`config.mk`:
```
export PLATFORM = sky130hd
export DESIGN_NAME = canRxStore
export DESIGN_NICKNAME = d
export VERILOG_FILES = /design/src/rtl/canRxPkg.sv /design/src/rtl/canRxBufDp.sv /design/src/rtl/canRxCtl.sv /design/src/rtl/canRxStore.sv
export SDC_FILE = /design/constraint.sdc
export NUM_CORES = 1
export LEC_CHECK = 0
export BUFFER_PORTS_ARGS = -buffer_cell sky130_fd_sc_hd__buf_2
export CAP_MARGIN = 20
export CELL_PAD_IN_SITES_DETAIL_PLACEMENT = 0
export CELL_PAD_IN_SITES_GLOBAL_PLACEMENT = 1
export CORE_MARGIN = 2
export CORE_UTILIZATION = 56
export DETAILED_ROUTE_END_ITERATION = 8
export MAX_ROUTING_LAYER = met4
export PLACE_DENSITY_LB_ADDON = 0.1
export SLEW_MARGIN = 5
export SYNTH_ARGS = -nofsm -noshare
export SYNTH_HDL_FRONTEND = slang
export SYNTH_SLANG_ARGS = --single-unit
```
`constraint.sdc`:
```
create_clock -name clk -period 26.6 [get_ports clk]
set_input_delay 5.32 -clock clk [delete_from_list [all_inputs] [get_ports clk]]
set_output_delay 5.32 -clock clk [all_outputs]
set_load 0.1 [all_outputs]
```
`src/rtl/canRxPkg.sv`:
```
package canRxPkg;
  localparam int MSG_BYTES = 13;
  localparam int BYTE_W    = 8;
  localparam int ADDR_W    = $clog2(MSG_BYTES);

  typedef struct packed {
    logic bgWrite;   // store the incoming byte in the background buffer
    logic copyToFg;  // move the whole background frame to the foreground
  } bufCmd_t;
endpackage

```
`src/rtl/canRxBufDp.sv`:
```
module canRxBufDp
  import canRxPkg::*;
#(
  parameter int NBYTES = MSG_BYTES,
  parameter int DW     = BYTE_W,
  parameter int AW     = ADDR_W
) (
  input  logic          clk,
  input  logic          rstN,
  input  bufCmd_t       cmd,
  input  logic [AW-1:0] wrAddr,
  input  logic [DW-1:0] wrData,
  input  logic [AW-1:0] rdAddr,
  output logic [DW-1:0] rdData
);
  logic [DW-1:0] bgMem [NBYTES];
  logic [DW-1:0] fgMem [NBYTES];

  for (genvar i = 0; i < NBYTES; i++) begin : g_byte
    always_ff @(posedge clk) begin
      if (!rstN) begin
        bgMem[i] <= '0;
        fgMem[i] <= '0;
      end else begin
        if (cmd.bgWrite && (wrAddr == AW'(i))) bgMem[i] <= wrData;
        if (cmd.copyToFg) fgMem[i] <= bgMem[i];
      end
    end
  end

  always_comb begin
    rdData = '0;
    for (int i = 0; i < NBYTES; i++) begin
      if (rdAddr == AW'(i)) rdData = fgMem[i];
    end
  end
endmodule

```
`src/rtl/canRxCtl.sv`:
```
module canRxCtl
  import canRxPkg::*;
(
  input  logic    clk,
  input  logic    rstN,
  input  logic    rxWrEn,
  input  logic    rxDone,
  input  logic    rxAccept,
  input  logic    rxOwn,
  input  logic    loopBack,
  input  logic    rxIntEn,
  input  logic    cpuClrFull,
  input  logic    cpuClrOvr,
  output bufCmd_t cmd,
  output logic    rxFull,
  output logic    rxOvr,
  output logic    rxIrq,
  output logic    bgPending
);
  logic qualified;
  logic directCopy;
  logic pendingMove;

  assign qualified   = rxDone && rxAccept && (!rxOwn || loopBack);
  assign directCopy  = qualified && !bgPending && !rxFull;
  assign pendingMove = bgPending && !rxFull;

  assign cmd.bgWrite  = rxWrEn && !bgPending;
  assign cmd.copyToFg = directCopy || pendingMove;

  always_ff @(posedge clk) begin
    if (!rstN) begin
      rxFull    <= 1'b0;
      rxOvr     <= 1'b0;
      bgPending <= 1'b0;
    end else begin
      if (cmd.copyToFg)       rxFull <= 1'b1;
      else if (cpuClrFull)    rxFull <= 1'b0;

      if (pendingMove)                              bgPending <= 1'b0;
      else if (qualified && !bgPending && rxFull)   bgPending <= 1'b1;

      if (qualified && bgPending) rxOvr <= 1'b1;
      else if (cpuClrOvr)         rxOvr <= 1'b0;
    end
  end

  assign rxIrq = rxFull && rxIntEn;
endmodule

```
`src/rtl/canRxStore.sv`:
```
module canRxStore
  import canRxPkg::*;
(
  input  logic              clk,
  input  logic              rstN,
  input  logic              rxWrEn,
  input  logic [ADDR_W-1:0] rxWrAddr,
  input  logic [BYTE_W-1:0] rxWrData,
  input  logic              rxDone,
  input  logic              rxAccept,
  input  logic              rxOwn,
  input  logic              loopBack,
  input  logic              rxIntEn,
  input  logic [ADDR_W-1:0] cpuRdAddr,
  output logic [BYTE_W-1:0] cpuRdData,
  input  logic              cpuClrFull,
  input  logic              cpuClrOvr,
  output logic              rxFull,
  output logic              rxOvr,
  output logic              rxIrq
);
  bufCmd_t cmd;
  logic    bgPending;

  canRxCtl u_ctl (
    .clk(clk), .rstN(rstN), .rxWrEn(rxWrEn), .rxDone(rxDone),
    .rxAccept(rxAccept), .rxOwn(rxOwn), .loopBack(loopBack),
    .rxIntEn(rxIntEn), .cpuClrFull(cpuClrFull), .cpuClrOvr(cpuClrOvr),
    .cmd(cmd), .rxFull(rxFull), .rxOvr(rxOvr), .rxIrq(rxIrq),
    .bgPending(bgPending)
  );

  canRxBufDp u_dp (
    .clk(clk), .rstN(rstN), .cmd(cmd), .wrAddr(rxWrAddr),
    .wrData(rxWrData), .rdAddr(cpuRdAddr), .rdData(cpuRdData)
  );
endmodule

```
==> results by group <==
Floorplanning
  • Row cnt: 46
  • Initial Utilization: 0.577
  • Die width: 132 µm
  • I/O pin cnt: 37
  • Die Area: 0.0175 mm²
  • Chip Height: 132 µm
  • Core footprint: 0.0160 mm²

CTS
  • Htree depth: 1
  • Root Buffer: clkbuf_16
  • Worst-Skew Late Latency: 0.49 ns
  • Num CTS Buffers: 22
  • Clk buf depth: 3
  • Setup bufs post-CTS: 0
  • CTS tree: done
  • Worst-path clk slew: 0.06 ns
  • Post-CTS Resized: 0
  • # clock sinks: 211
  • CTS Hold Bufs: 0

Synthesis
  • Area contributors post-synth: edfxtp_1, and2_1, and3_1
  • Mapped Nets: 686
  • Mapped Avg Cell Area: 14.0 µm²
  • Synth cell types: 56
  • Post-synthesis sequential area ratio: 0.682
  • Post-synth top area share: 0.676
  • Post-synth EDFFs: 208
  • Yosys warning count: 0
  • Largest area contributor in the netlist: edfxtp_1
  • Synth Cell Area: 0.00924 mm²
  • Most common flop cell mapped by yosys: edfxtp_1
  • Post-synthesis cell count: 660
  • Ys async rst share: 0
  • Synthesized flop and latch total: 211

Global route
  • Global route overflow: 0
  • Tot GR Track Use: 0.247
  • Vias in the first global route: 5,363
  • Pin count of the biggest net entering global routing: 125
  • First-pass GRT wire length: 31.7 mm
  • Initial antenna violation count: 0

Setup path
  • CP Capture Type: output port
  • Worst EP required: 21.28 ns
  • CP arrival: 7.70 ns
  • CP Launch Type: input pin
  • Critical Path Fanout Max: 43
  • Reg2reg setup slack: 23.98 ns
  • Cell depth of the worst flop-to-flop path: 3
  • Critical path class: in2out

Place
  • Routability cong.: 0.837
  • DP Area: 0.00951 mm²
  • Placed Cells: 869
  • Port bufs: 36
  • Pre-CTS WS: 13.58 ns
  • Post-DP HPWL: 12.9 mm

STA
  • Relative slew slack: 0.294
  • RSZ-0062 raised after global routing: false
  • Final-report max-slew violation count: 0
  • F_max: 76.8 MHz
  • Total negative slack: 0 ns
  • Setup Viol. Count Final: 0
  • Final hold slack: 0.545 ns
  • Final hold viol count: 0
  • Clock period minus worst slack: 13.02 ns
  • Least-Margin Pin Slew: 1.05 ns
  • Fin crit share: 0.489
  • Final WS setup: 13.58 ns
  • Clock skew: 0.0114 ns

Pwr
  • PD cells: 72.2 mW/mm²
  • Maximum VDD drop: 0.0441 mV
  • Leakage power: 4.05 nW

Detailed routing
  • Pre-antenna DRT Iters: 5
  • Starting DRT DRC Count: 677
  • WL per Instance: 22.8 µm
  • Drt drc: 0
  • Drt total wl: 20.8 mm
  • Antenna Nets Post-Route: 0
  • Via/cell ratio: 6.01
  • Total number of vias: 5,483

Layout
  • Antenna fix cells: 0
  • Design Area, Final: 0.0102 mm²
  • Commonest non-fill, non-tap cell in the layout: edfxtp_1
  • Highest-count cells in the layout ignoring fill and taps: edfxtp_1, and2_1, and3_1
  • Share of layout cells above drive strength 1: 0.132
  • Layout Nets: 706
  • # fillers: 1,241
  • Non-Filler Instances: 912
  • Synth-to-Final Area Change: 10.2%

Hold path
  • Worst hold path type: reg2reg
  • Hold path depth: 1

Flow run
  • Max cap viols: 0

Run status
  • Outcome: finished, final reports clean
cells by family after synthesis:
| group | Yosys count | synth area share |
|---|---|---|
| AOI/OAI and AO/OA | 86 | 0.0615 |
| buffers and inverters | 58 | 0.0311 |
| DFF | 211 | 0.682 |
| muxes | 20 | 0.0390 |
| and+or+nand+nor | 285 | 0.186 |
critical path: stages:
cell and delay, ns:
buf_2 0.75, mux4_1 0.65, and2_1 0.17, a221oi_1 0.26
o22ai_1 0.18, buf_2 0.33
registers in the layout, summed over array words and instances, names as in the netlist:
signal,count
u_ctl.rxOvr,1
u_ctl.rxFull,1
u_dp.fgMem,104
u_dp.bgMem,104
u_ctl.bgPending,1
report_power, final:
group          leakage [nW]  internal [W]  total [W]  switching, W
registers              2.12      0.000387   0.000394    0.00000701
clock network         0.331      0.000159   0.000279      0.000120
logic                  1.60     0.0000160  0.0000622     0.0000463
total                  4.05      0.000562   0.000736      0.000174
synthesized netlist by cell type, drive strengths merged, types with 2 or more instances:
cell,count
nor2b,8
mux4,11
o22ai,10
nand3b,2
and3b,3
edfxtp,208
or3b,2
dfxtp,3
nor2,23
a31oi,2
and3,105
o32ai,2
a22oi,4
clkinv,2
o21a,3
o2bb2ai,3
nand3,2
nand2b,9
inv,3
a221oi,5
o22a,5
mux2i,9
and2,109
nand4b,2
o21ai,28
a21oi,13
nand2,13
a32oi,2
buf,16
clkbuf,37
per-layer routing:
layer,vias up,part of all wire,track usage
met4,0,0.024,0.0693
met5,-,0,-
met2,218,0.48,0.376
met1,2714,0.43,0.355
li1,2519,-,-
met3,32,0.069,0.0330
path summary, 6_finish.rpt:
kind,end,start
min,u_dp.fgMem[1][14],u_dp.bgMem[2][14]
max,cpuRdData[2],cpuRdAddr[0]
min reg2reg,u_dp.fgMem[1][14],u_dp.bgMem[2][14]
max reg2reg,u_dp.fgMem[0][20],u_ctl.bgPending
cell type report:
type	count	area, µm²	share of cell area
Sequential cell	211	6310	0.619
Timing Repair Buffer	49	265	0.0261
Tap cell	216	270	0.0265
Multi-Input combinational cell	391	2670	0.262
Inverter	5	18.8	0.00184
Clock buffer	28	594	0.0584
Clock inverter	12	62.6	0.00614
metrics by stage:
step,power [W],utilization
after floorplan,0.000445,-
after global placement,0.000461,0.594
after detailed placement,0.000463,0.594
after CTS,0.000739,0.635
after global routing,0.000759,0.636
final,0.000736,0.636
(Power assumes the default switching activity.)
